`src/rtl/gxp_pkg.sv`:
```
package gxp_pkg;
    localparam int NUM_PINS   = 24;
    localparam int GEN_PINS   = 16;
    localparam int BYTE_W     = 8;
    localparam int NUM_GROUPS = NUM_PINS / BYTE_W;

    localparam logic [7:0] A_CHIPID = 8'h00;
    localparam logic [7:0] A_FW_HI  = 8'h01;
    localparam logic [7:0] A_FW_LO  = 8'h02;
    localparam logic [7:0] A_STATE  = 8'h10;
    localparam logic [7:0] A_SYS    = 8'h40;
    localparam logic [7:0] A_DIR    = 8'h60;
    localparam logic [7:0] A_TYPE   = 8'h64;
    localparam logic [7:0] A_PULL   = 8'h68;
    localparam logic [7:0] A_SET    = 8'h6C;
    localparam logic [7:0] A_CLR    = 8'h70;

    localparam int SYS_GEN_BIT = 0;
    localparam int SYS_ALT_BIT = 3;
    localparam int SYS_RST_BIT = 7;

    typedef struct packed {
        logic                gen_en;
        logic                alt_en;
        logic [NUM_PINS-1:0] dir;
        logic [NUM_PINS-1:0] otype;
        logic [NUM_PINS-1:0] pull;
        logic [NUM_PINS-1:0] latch;
        logic [7:0]          ptr;
        logic [7:0]          rdata;
        logic                rvalid;
    } xp_state_t;

    function automatic logic [BYTE_W-1:0] grp_byte(input logic [NUM_PINS-1:0] v,
                                                   input logic [1:0] g);
        logic [BYTE_W-1:0] r;
        r = '0;
        for (int k = 0; k < NUM_GROUPS; k++)
            if (int'(g) == k) r = v[k*BYTE_W +: BYTE_W];
        return r;
    endfunction

    function automatic logic [NUM_PINS-1:0] grp_place(input logic [1:0] g,
                                                      input logic [BYTE_W-1:0] b);
        logic [NUM_PINS-1:0] r;
        r = '0;
        for (int k = 0; k < NUM_GROUPS; k++)
            if (int'(g) == k) r[k*BYTE_W +: BYTE_W] = b;
        return r;
    endfunction
endpackage

```
`src/rtl/gxp_sync.sv`:
```
module gxp_sync #(
    parameter int WIDTH = 24
) (
    input  logic             clk,
    input  logic             rst_n,
    input  logic [WIDTH-1:0] d,
    output logic [WIDTH-1:0] q
);
    logic [WIDTH-1:0] s1_q, s2_q;

    always_ff @(posedge clk or negedge rst_n) begin
        if (!rst_n) begin
            s1_q <= '0;
            s2_q <= '0;
        end else begin
            s1_q <= d;
            s2_q <= s1_q;
        end
    end

    assign q = s2_q;
endmodule

```
`src/rtl/gxp_boot_timer.sv`:
```
module gxp_boot_timer #(
    parameter int CYCLES = 500000
) (
    input  logic clk,
    input  logic rst_n,
    input  logic start,
    output logic busy
);
    localparam int CW = $clog2(CYCLES + 1);

    logic [CW-1:0] cnt_d, cnt_q;

    always_comb begin
        cnt_d = cnt_q;
        if (start)
            cnt_d = CW'(CYCLES);
        else if (cnt_q != '0)
            cnt_d = cnt_q - 1'b1;
    end

    always_ff @(posedge clk or negedge rst_n) begin
        if (!rst_n) cnt_q <= '0;
        else        cnt_q <= cnt_d;
    end

    assign busy = (cnt_q != '0);

    p_start_busy_r9: assert property (@(posedge clk) disable iff (!rst_n)
        start |=> busy);
endmodule

```
`src/rtl/gxp_pin_ctrl.sv`:
```
module gxp_pin_ctrl
    import gxp_pkg::*;
(
    input  logic                clk,
    input  logic                rst_n,
    input  logic                gen_en,
    input  logic                alt_en,
    input  logic [NUM_PINS-1:0] dir,
    input  logic [NUM_PINS-1:0] otype,
    input  logic [NUM_PINS-1:0] pull,
    input  logic [NUM_PINS-1:0] latch,
    output logic [NUM_PINS-1:0] pin_out,
    output logic [NUM_PINS-1:0] pin_oe,
    output logic [NUM_PINS-1:0] pin_pu
);
    for (genvar i = 0; i < NUM_PINS; i++) begin : g_pin
        logic en;
        if (i < GEN_PINS) begin : g_gen
            assign en = gen_en;
        end else begin : g_alt
            assign en = alt_en;
        end
        assign pin_out[i] = en & latch[i];
        assign pin_oe[i]  = en & dir[i] & (~otype[i] | ~latch[i]);
        assign pin_pu[i]  = en & pull[i];
    end

    p_alt_off_r7: assert property (@(posedge clk) disable iff (!rst_n)
        !alt_en |-> (pin_oe[NUM_PINS-1:GEN_PINS] == '0 && pin_pu[NUM_PINS-1:GEN_PINS] == '0));
    p_od_r6: assert property (@(posedge clk) disable iff (!rst_n)
        (pin_oe & otype & latch) == '0);
endmodule

```
`src/rtl/gpio_xpander_regs.sv`:
```
module gpio_xpander_regs
    import gxp_pkg::*;
#(
    parameter int         BOOT_CYCLES = 500000,
    parameter logic [6:0] BASE_ADDR7  = 7'h42,
    parameter logic [7:0] FW_HI       = 8'h01,
    parameter logic [7:0] FW_LO       = 8'h10
) (
    input  logic                clk,
    input  logic                rst_n,
    input  logic                addr_sel,
    input  logic                bus_ld,
    input  logic [7:0]          bus_addr,
    input  logic                bus_we,
    input  logic [7:0]          bus_wdata,
    input  logic                bus_re,
    output logic [7:0]          bus_rdata,
    output logic                bus_rvalid,
    output logic                busy,
    input  logic [NUM_PINS-1:0] pin_in,
    output logic [NUM_PINS-1:0] pin_out,
    output logic [NUM_PINS-1:0] pin_oe,
    output logic [NUM_PINS-1:0] pin_pu
);
    xp_state_t st_d, st_q;

    logic [NUM_PINS-1:0] pad_sync;
    logic [NUM_PINS-1:0] bank_en;
    logic [7:0]          eff;
    logic [1:0]          grp;
    logic                grp_ok;
    logic                wr_ok;
    logic                swrst;
    logic [7:0]          rd_val;
    logic [7:0]          chip_id;

    gxp_sync #(.WIDTH(NUM_PINS)) u_sync (
        .clk(clk), .rst_n(rst_n), .d(pin_in), .q(pad_sync)
    );

    gxp_boot_timer #(.CYCLES(BOOT_CYCLES)) u_boot (
        .clk(clk), .rst_n(rst_n), .start(swrst), .busy(busy)
    );

    gxp_pin_ctrl u_pins (
        .clk(clk), .rst_n(rst_n),
        .gen_en(st_q.gen_en), .alt_en(st_q.alt_en),
        .dir(st_q.dir), .otype(st_q.otype), .pull(st_q.pull), .latch(st_q.latch),
        .pin_out(pin_out), .pin_oe(pin_oe), .pin_pu(pin_pu)
    );

    assign chip_id = ~{BASE_ADDR7[6:1], addr_sel, 1'b0};

    always_comb begin
        for (int i = 0; i < NUM_PINS; i++)
            bank_en[i] = (i < GEN_PINS) ? st_q.gen_en : st_q.alt_en;
    end

    always_comb begin
        eff    = bus_ld ? bus_addr : st_q.ptr;
        grp    = eff[1:0];
        grp_ok = int'(grp) < NUM_GROUPS;
        wr_ok  = bus_we && !busy;
        swrst  = wr_ok && (eff == A_SYS) && bus_wdata[SYS_RST_BIT];

        rd_val = 8'h00;
        case (eff)
            A_CHIPID: rd_val = chip_id;
            A_FW_HI:  rd_val = FW_HI;
            A_FW_LO:  rd_val = FW_LO;
            A_SYS: begin
                rd_val[SYS_GEN_BIT] = st_q.gen_en;
                rd_val[SYS_ALT_BIT] = st_q.alt_en;
            end
            default: begin
                if (grp_ok) begin
                    case (eff & 8'hFC)
                        A_STATE: rd_val = grp_byte(pad_sync & bank_en, grp);
                        A_DIR:   rd_val = grp_byte(st_q.dir, grp);
                        A_TYPE:  rd_val = grp_byte(st_q.otype, grp);
                        A_PULL:  rd_val = grp_byte(st_q.pull, grp);
                        A_SET,
                        A_CLR:   rd_val = grp_byte(st_q.latch, grp);
                        default: rd_val = 8'h00;
                    endcase
                end
            end
        endcase

        st_d        = st_q;
        st_d.rvalid = bus_re;
        if (bus_we || bus_re)
            st_d.ptr = eff + 8'd1;
        if (bus_re)
            st_d.rdata = busy ? 8'h00 : rd_val;

        if (wr_ok) begin
            if (eff == A_SYS) begin
                st_d.gen_en = bus_wdata[SYS_GEN_BIT];
                st_d.alt_en = bus_wdata[SYS_ALT_BIT];
            end else if (grp_ok) begin
                case (eff & 8'hFC)
                    A_DIR:  st_d.dir   = (st_q.dir   & ~grp_place(grp, 8'hFF)) | grp_place(grp, bus_wdata);
                    A_TYPE: st_d.otype = (st_q.otype & ~grp_place(grp, 8'hFF)) | grp_place(grp, bus_wdata);
                    A_PULL: st_d.pull  = (st_q.pull  & ~grp_place(grp, 8'hFF)) | grp_place(grp, bus_wdata);
                    A_SET:  st_d.latch = st_q.latch |  grp_place(grp, bus_wdata);
                    A_CLR:  st_d.latch = st_q.latch & ~grp_place(grp, bus_wdata);
                    default: ;
                endcase
            end
        end

        if (swrst) begin
            st_d.gen_en = 1'b0;
            st_d.alt_en = 1'b0;
            st_d.dir    = '0;
            st_d.otype  = '0;
            st_d.pull   = '0;
            st_d.latch  = '0;
        end
    end

    always_ff @(posedge clk or negedge rst_n) begin
        if (!rst_n) st_q <= '0;
        else        st_q <= st_d;
    end

    assign bus_rdata  = st_q.rdata;
    assign bus_rvalid = st_q.rvalid;

    p_busy_read_zero_r10: assert property (@(posedge clk) disable iff (!rst_n)
        (busy && bus_re) |=> (bus_rdata == 8'h00 && bus_rvalid));
    p_busy_no_write_r10: assert property (@(posedge clk) disable iff (!rst_n)
        busy |=> ($stable(st_q.dir) && $stable(st_q.latch) && $stable(st_q.gen_en)));
    p_swrst_defaults_r9: assert property (@(posedge clk) disable iff (!rst_n)
        swrst |=> (busy && pin_oe == '0 && pin_pu == '0 && pin_out == '0));
    p_set_low_r5: assert property (@(posedge clk) disable iff (!rst_n)
        (wr_ok && eff == A_SET) |=> (st_q.latch[7:0] == ($past(st_q.latch[7:0]) | $past(bus_wdata))));
    p_clr_low_r5: assert property (@(posedge clk) disable iff (!rst_n)
        (wr_ok && eff == A_CLR) |=> (st_q.latch[7:0] == ($past(st_q.latch[7:0]) & ~$past(bus_wdata))));
    p_burst_ptr_r3: assert property (@(posedge clk) disable iff (!rst_n)
        (bus_re && !bus_ld && !bus_we) |=> (st_q.ptr == $past(st_q.ptr) + 8'd1));
endmodule

```
`config.mk`:
```
export PLATFORM = sky130hd
export DESIGN_NAME = gpio_xpander_regs
export DESIGN_NICKNAME = d
export VERILOG_FILES = /design/src/rtl/gxp_pkg.sv /design/src/rtl/gxp_sync.sv /design/src/rtl/gxp_boot_timer.sv /design/src/rtl/gxp_pin_ctrl.sv /design/src/rtl/gpio_xpander_regs.sv
export SDC_FILE = /design/constraint.sdc
export NUM_CORES = 1
export LEC_CHECK = 0
export ABC_AREA = 1
export BUFFER_PORTS_ARGS = -buffer_cell sky130_fd_sc_hd__buf_2
export CAP_MARGIN = 15
export CORE_AREA = 3 3 131 133
export CTS_CLUSTER_SIZE = 14
export DETAILED_ROUTE_END_ITERATION = 7
export DIE_AREA = 0 0 134 136
export PLACE_DENSITY = 0.87
export RECOVER_POWER = 100
export SYNTH_ARGS = -nofsm -noshare
export SYNTH_HDL_FRONTEND = slang
export SYNTH_SLANG_ARGS = --single-unit
```
`constraint.sdc`:
```
create_clock -name clk -period 3.7 [get_ports clk]
set_input_delay 0.185 -clock clk [delete_from_list [all_inputs] [get_ports clk]]
set_output_delay 0.185 -clock clk [all_outputs]
set_load 0.02 [all_outputs]
```
==> results of run 1 <==
## cells in the mapped netlist (all sizes together)
master / n / area share (%)
a22oi: 2 / 0.15
o21bai: 1 / 0.075
o211ai: 1 / 0.075
a21oi: 75 / 3.7
o22ai: 39 / 2.4
buf: 34 / 2.0
o31ai: 8 / 0.60
clkinv: 4 / 0.15
a211oi: 15 / 1.1
nor3: 7 / 0.46
or2: 14 / 0.87
dfrtp: 182 / 45
nand2: 474 / 18
nor2: 98 / 3.9
ha: 6 / 0.75
xor2: 9 / 0.78
inv: 181 / 6.7
clkbuf: 39 / 1.5
o2111ai: 5 / 0.43
xnor2: 2 / 0.17
o41ai: 1 / 0.087
nand4: 9 / 0.62
nand3: 86 / 4.4
nand3b: 1 / 0.075
o21ai: 119 / 5.9
o21a: 1 / 0.075
## through the flow
step	power [mW]	hold slack, ns	util (%)
finish	4.71	0.103	72.4
global route	4.89	0.122	72.4
CTS	4.69	0.0828	73.4
detailed placement	2.89	0.294	68.1
global placement	2.87	0.293	68.1
floorplan	2.64	-0.111	-
## power by group through the flow
stage | clock (mW) | sequential, mW | combinational [mW]
6_report | 1.81 | 2.14 | 0.759
5_1_grt | 1.89 | 2.15 | 0.843
2_1_floorplan | 0 | 2.16 | 0.478
3_5_place_dp | 0 | 2.18 | 0.716
4_1_cts | 1.81 | 2.14 | 0.741
3_3_place_gp | 0 | 2.17 | 0.696
## kinds of logic after synthesis
logic type	Yosys count	share of synthesized area (%)
xor+xnor	11	0.956
fa+ha+maj	6	0.745
simple gates	689	28.1
flops	182	45.2
compound gates	267	14.7
buf+inv	258	10.3
## area by class of cell
cell class	instances	area, µm²
sequential	182	4550
multi-input combinational	973	4460
fill	1348	4400
timing repair buffer	176	973
inverter	185	694
clock buffer	17	425
tap	216	270
clock inverter	15	163
## sequential cells by signal, indices dropped and copies added (netlist names)
signal and flops:
bus_rvalid 1, u_sync.s1_q 24, u_boot.cnt_q 19, bank_en 2, u_sync.q 24, st_q 104, bus_rdata 8
## worst paths after layout
path                                             startpoint                           end  depth (start not counted)
worst max-delay path            u_boot.cnt_q[0]$_DFFE_PN0P_         st_q[101]$_DFFE_PN0P_                         10
max in group asynchronous                             rst_n          st_q[78]$_DFFE_PN0P_                          3
min in group asynchronous                             rst_n  u_boot.cnt_q[10]$_DFFE_PN0P_                          2
worst max register to register  u_boot.cnt_q[0]$_DFFE_PN0P_         st_q[101]$_DFFE_PN0P_                         10
worst min register to register    u_sync.s1_q[12]$_DFF_PN0_        u_sync.q[12]$_DFF_PN0_                          0
worst min-delay path                               addr_sel      bus_rdata[1]$_DFFE_PN0P_                          6
## layer usage
metal,share of wire (%),vias up
li1,-,4731
met1,39,4791
met2,44,709
met3,12,123
met4,4.4,2
met5,0.030,-
## tightest hold or removal path, stage by stage
cell	delay [ns]
buf_2	0.09
nand2_1	0.05
inv_1	0.04
nor2_1	0.04
nand2_1	0.05
nand2_1	0.05
## layout by cell type (no fill, tap or decap), drive strengths merged
master	n
o211ai	1
nor3	7
o41ai	1
a22oi	2
o2111ai	5
ha	6
clkinv	11
dfrtp	182
clkinvlp	2
nor2	98
a21oi	75
xnor2	2
xor2	9
o21a	1
o21bai	1
o21ai	119
inv	187
o31ai	8
o22ai	39
a211oi	15
nand4	9
nand3	86
nand3b	1
or2	14
dlygate4sd3	26
buf	57
clkbuf	110
nand2	474
==> results.json, run 1 <==
{
  "die_area_um2": 18200,
  "clockBufferDepth": 2,
  "core_area_um2": 15900,
  "switchingPower_mw": 1.51,
  "placed_cells": 1706,
  "drt_iter0_markers": 1430,
  "die_x_um": 134,
  "seq_area_frac_synth_pct": 45.2,
  "rrSetupSlack_ns": 0.41,
  "grt_max_degree": 94,
  "hold_viol_final": 0,
  "maxSlewViolCount": 137,
  "ioPinCount": 128,
  "grt_pass1_vias": 9801,
  "n_antenna_cell": 0,
  "dp_hpwl_um": 23300,
  "synth_nets": 1465,
  "drt_first_pass_iters": 8,
  "max_freq_mhz": 304,
  "p_int_mw": 3.20,
  "start_util_pct": 63.2,
  "syn_area_um2": 10100,
  "grtUsageMet2_pct": 56.6,
  "dpl_cell_area_um2": 10900,
  "antenna_found_initial": 1,
  "outcome": "finished with violations",
  "clock_latency_ns": 0.45,
  "drc": 1,
  "cp_slowest_stage_delay_ns": 0.58,
  "p_sw_share_pct": 32.1,
  "track_usage_pct": 36.9,
  "setup_viol": 0,
  "tightest_slew_ns": 2.37,
  "final_cell_area_um2": 11500,
  "cts-root-buf": "clkbuf_16",
  "path_max_fanout": 11,
  "drive_above_1_share_pct": 7.17,
  "grt_use_met1_pct": 49.9,
  "slew_headroom_pct": -58.3,
  "grt_use_met3_pct": 9.84,
  "period_share_pct": 88.8,
  "ys_types": 38,
  "numCtsBuffers": 17,
  "core.rowCount": 46,
  "routed-via-count": 10400,
  "skew_ns": 0.0110,
  "fin_tns_setup_ns": 0,
  "violations": "DRC, capacitance limit, slew limit",
  "grt_pass1_wl_um": 52300,
  "crit_type": "reg -> reg",
  "port_buffers": 127,
  "clock_sinks": 182,
  "globalplace.congestion": 1.02,
  "critPathBufInv": 2,
  "syn_area_per_cell_um2": 7.13,
  "cts_tree": "done",
  "synthCells": 1413,
  "final.min_clock_period_ns": 3.29,
  "layout_setup_ws_ns": 0.413,
  "slowest_stage": "nor3_4",
  "startpoint_type": "flip-flop",
  "die_y_um": 136,
  "crit_chain": "inv_1, ha_1, nand3_1, nor2_1, nand3_1, nor3_4, nand2_1, inv_1, nand2_1, a21oi_1",
  "fin_cells": 1764,
  "peakVddDrop_mv": 0.339,
  "clockPowerShare_pct": 38.5,
  "grt-busiest-layer": "met2",
  "rsz0062_at_grt": "no",
  "ys_ff_latch": 182,
  "ctsHtreeMaxLevel": 4,
  "ctsResizeCount": 0,
  "drt-vias-per-instance": 5.87,
  "cp_data_arrival_time_ns": 3.65,
  "yosys_warnings": 0,
  "area_growth_pct": 14.6,
  "critPathCaptureType": "flip-flop",
  "seq_power_share_pct": 45.4,
  "drtAntennaViolNets": 0,
  "overflow": 0,
  "clkTransAtPathRegs_ns": 0.08,
  "pre_cts_slack_ns": 0.685,
  "wl_per_cell_um": 18.9,
  "pwr-share-comb_pct": 16.1,
  "power.density_nw_per_um2": 408,
  "worstHoldPathType": "in -> reg",
  "wl_um": 33400,
  "nNetsFinal": 1587,
  "cts_setup_buffers": 0,
  "p_leak_nw": 5.97,
  "drv_cap": 2,
  "crit_family": "simple AND/OR/NAND/NOR gates",
  "cts-hold-fix-buffers": 26,
  "worstPathRequired_ns": 4.06
}
No activity file was read; power rests on OpenSTA's default activity.
==> run 2, diff against run 1 <==
--- a/config.mk
+++ b/config.mk
@@ -14,6 +14,7 @@
 export DIE_AREA = 0 0 134 136
 export PLACE_DENSITY = 0.87
 export RECOVER_POWER = 100
+export REMOVE_ABC_BUFFERS = 1
 export SYNTH_ARGS = -nofsm -noshare
 export SYNTH_HDL_FRONTEND = slang
 export SYNTH_SLANG_ARGS = --single-unit
==> run 2 against run 1 <==
The run ends with capacitance limit, slew limit left. Global-route usage fell by 2.7 points. Largest cell class unchanged. Die area did not move. Critical path type is now reg -> out. Highest routed layer is now met4. Register-to-register slack improved by 0.11 ns. Utilization increased by 0.078 points. First-iteration DRC count grew 1.9%. Fmax decreased by 0.14%.
==> results.json, run 2 (synthesis results as in run 1) <==
{
  "outcome": "finished with violations",
  "violations": "capacitance limit, slew limit",
  "ctsHtreeMaxLevel": 4,
  "largest_reg_flops": 104,
  "worstHoldPathType": "in -> reg",
  "routed-via-count": 10300,
  "p_leak_nw": 5.99,
  "critPathCaptureType": "primary output",
  "holdWs_ns": 0.108,
  "skew_ns": 0.0158,
  "drt-vias-per-instance": 5.81,
  "grt_pass1_vias": 9667,
  "final_cell_area_um2": 11600,
  "cts-hold-fix-buffers": 26,
  "n_antenna_cell": 0,
  "hold_viol_final": 0,
  "drt_first_pass_iters": 8,
  "die_y_um": 136,
  "cts_setup_buffers": 0,
  "worstPathRequired_ns": 3.51,
  "port_buffers": 127,
  "die_x_um": 134,
  "start_util_pct": 63.2,
  "power.density_nw_per_um2": 403,
  "post-route-util_pct": 72.5,
  "ctsResizeCount": 0,
  "path_max_fanout": 21,
  "grt_max_degree": 108,
  "clkTransAtPathRegs_ns": 0.07,
  "p_total_mw": 4.65,
  "layout_commonest_cell": "nand2_1",
  "track_usage_pct": 34.2,
  "grt_pass1_wl_um": 49100,
  "drc": 0,
  "maxSlewViolCount": 108,
  "numCtsBuffers": 17,
  "crit_type": "reg -> out",
  "fin_cells": 1769,
  "clock_latency_ns": 0.45,
  "placed_cells": 1711,
  "max_freq_mhz": 304,
  "startpoint_type": "flip-flop",
  "final.min_clock_period_ns": 3.29,
  "nNetsFinal": 1592,
  "drv_cap": 1,
  "slew_headroom_pct": -83.7,
  "core_area_um2": 15900,
  "clock_sinks": 182,
  "die_area_um2": 18200,
  "core.rowCount": 46,
  "dpl_cell_area_um2": 10900,
  "final_cell_mix": "nand2_1 (472), dfrtp_1 (182), inv_1 (177), o21ai_0 (117), nor2_1 (93)",
  "regMostFlops": "st_q",
  "layout_setup_ws_ns": 0.408,
  "tightest_slew_ns": 2.76,
  "drt_iter0_markers": 1457,
  "cp_data_arrival_time_ns": 3.11,
  "overflow": 0,
  "fin_tns_setup_ns": 0,
  "dp_hpwl_um": 20200,
  "wl_um": 30600,
  "drive_above_1_share_pct": 7.47,
  "ioPinCount": 128,
  "wl_per_cell_um": 17.3,
  "drtAntennaViolNets": 0,
  "cts-root-buf": "clkbuf_16",
  "setup_viol": 0,
  "rsz0062_at_grt": "no",
  "clockBufferDepth": 2,
  "antenna_found_initial": 0,
  "period_share_pct": 89.0,
  "peakVddDrop_mv": 0.358,
  "globalplace.congestion": 0.972,
  "area_growth_pct": 14.7,
  "cts_tree": "done",
  "pre_cts_slack_ns": 0.717
}
run 2: changes by cell type in the layout (fill, tap and decap cells not counted), sizes merged:
cell	previous run	this run
buf	57	65
inv	187	191
clkbuf	110	107
clkinvlp	2	1
clkinv	11	8
run 2: layout make-up:
| cell class | count | area (µm²) |
|---|---|---|
| clock buffers | 17 | 425 |
| clock inverters | 15 | 148 |
| fillers | 1323 | 4390 |
| inverters | 185 | 694 |
| multi-input cells | 973 | 4460 |
| flip-flops and latches | 182 | 4550 |
| well taps | 216 | 270 |
| repair buffers | 181 | 1000 |
run 2: path summary, 6_finish.rpt:
check                                             from                endpoint  slack [ns]  cells after the start
max                             bank_en[0]$_DFFE_PN0P_               pin_oe[8]        0.41                      4
min                                       bus_wdata[7]  bank_en[0]$_DFFE_PN0P_        0.11                      2
max reg2reg                u_boot.cnt_q[0]$_DFFE_PN0P_    st_q[40]$_DFFE_PN0P_        0.52                     10
min reg2reg                   u_sync.s1_q[7]$_DFF_PN0_   u_sync.q[7]$_DFF_PN0_        0.35                      0
max in group asynchronous                        rst_n    st_q[28]$_DFFE_PN0P_        0.95                      2
min in group asynchronous                        rst_n    st_q[24]$_DFFE_PN0P_        1.18                      2
run 2: metal layers:
metal,vias to the layer above,global-route usage (%),wire [µm]
met3,148,7.29,3690
met1,4674,46.1,11600
li1,4751,-,-
met2,705,51.6,13800
met5,-,0,0
met4,0,19.7,1540
run 2: where the power goes:
part           internal [mW]  switching, mW
Sequential              2.08         0.0637
Combinational          0.226          0.511
Clock                  0.899          0.875
Total                   3.20           1.45
run 2: critical path, cell delays in order, from the launching register on:
cell,delay (ns)
dfrtp_1,0.35
clkbuf_1,0.90
inv_1,0.66
a211oi_1,0.49
clkbuf_1,0.27
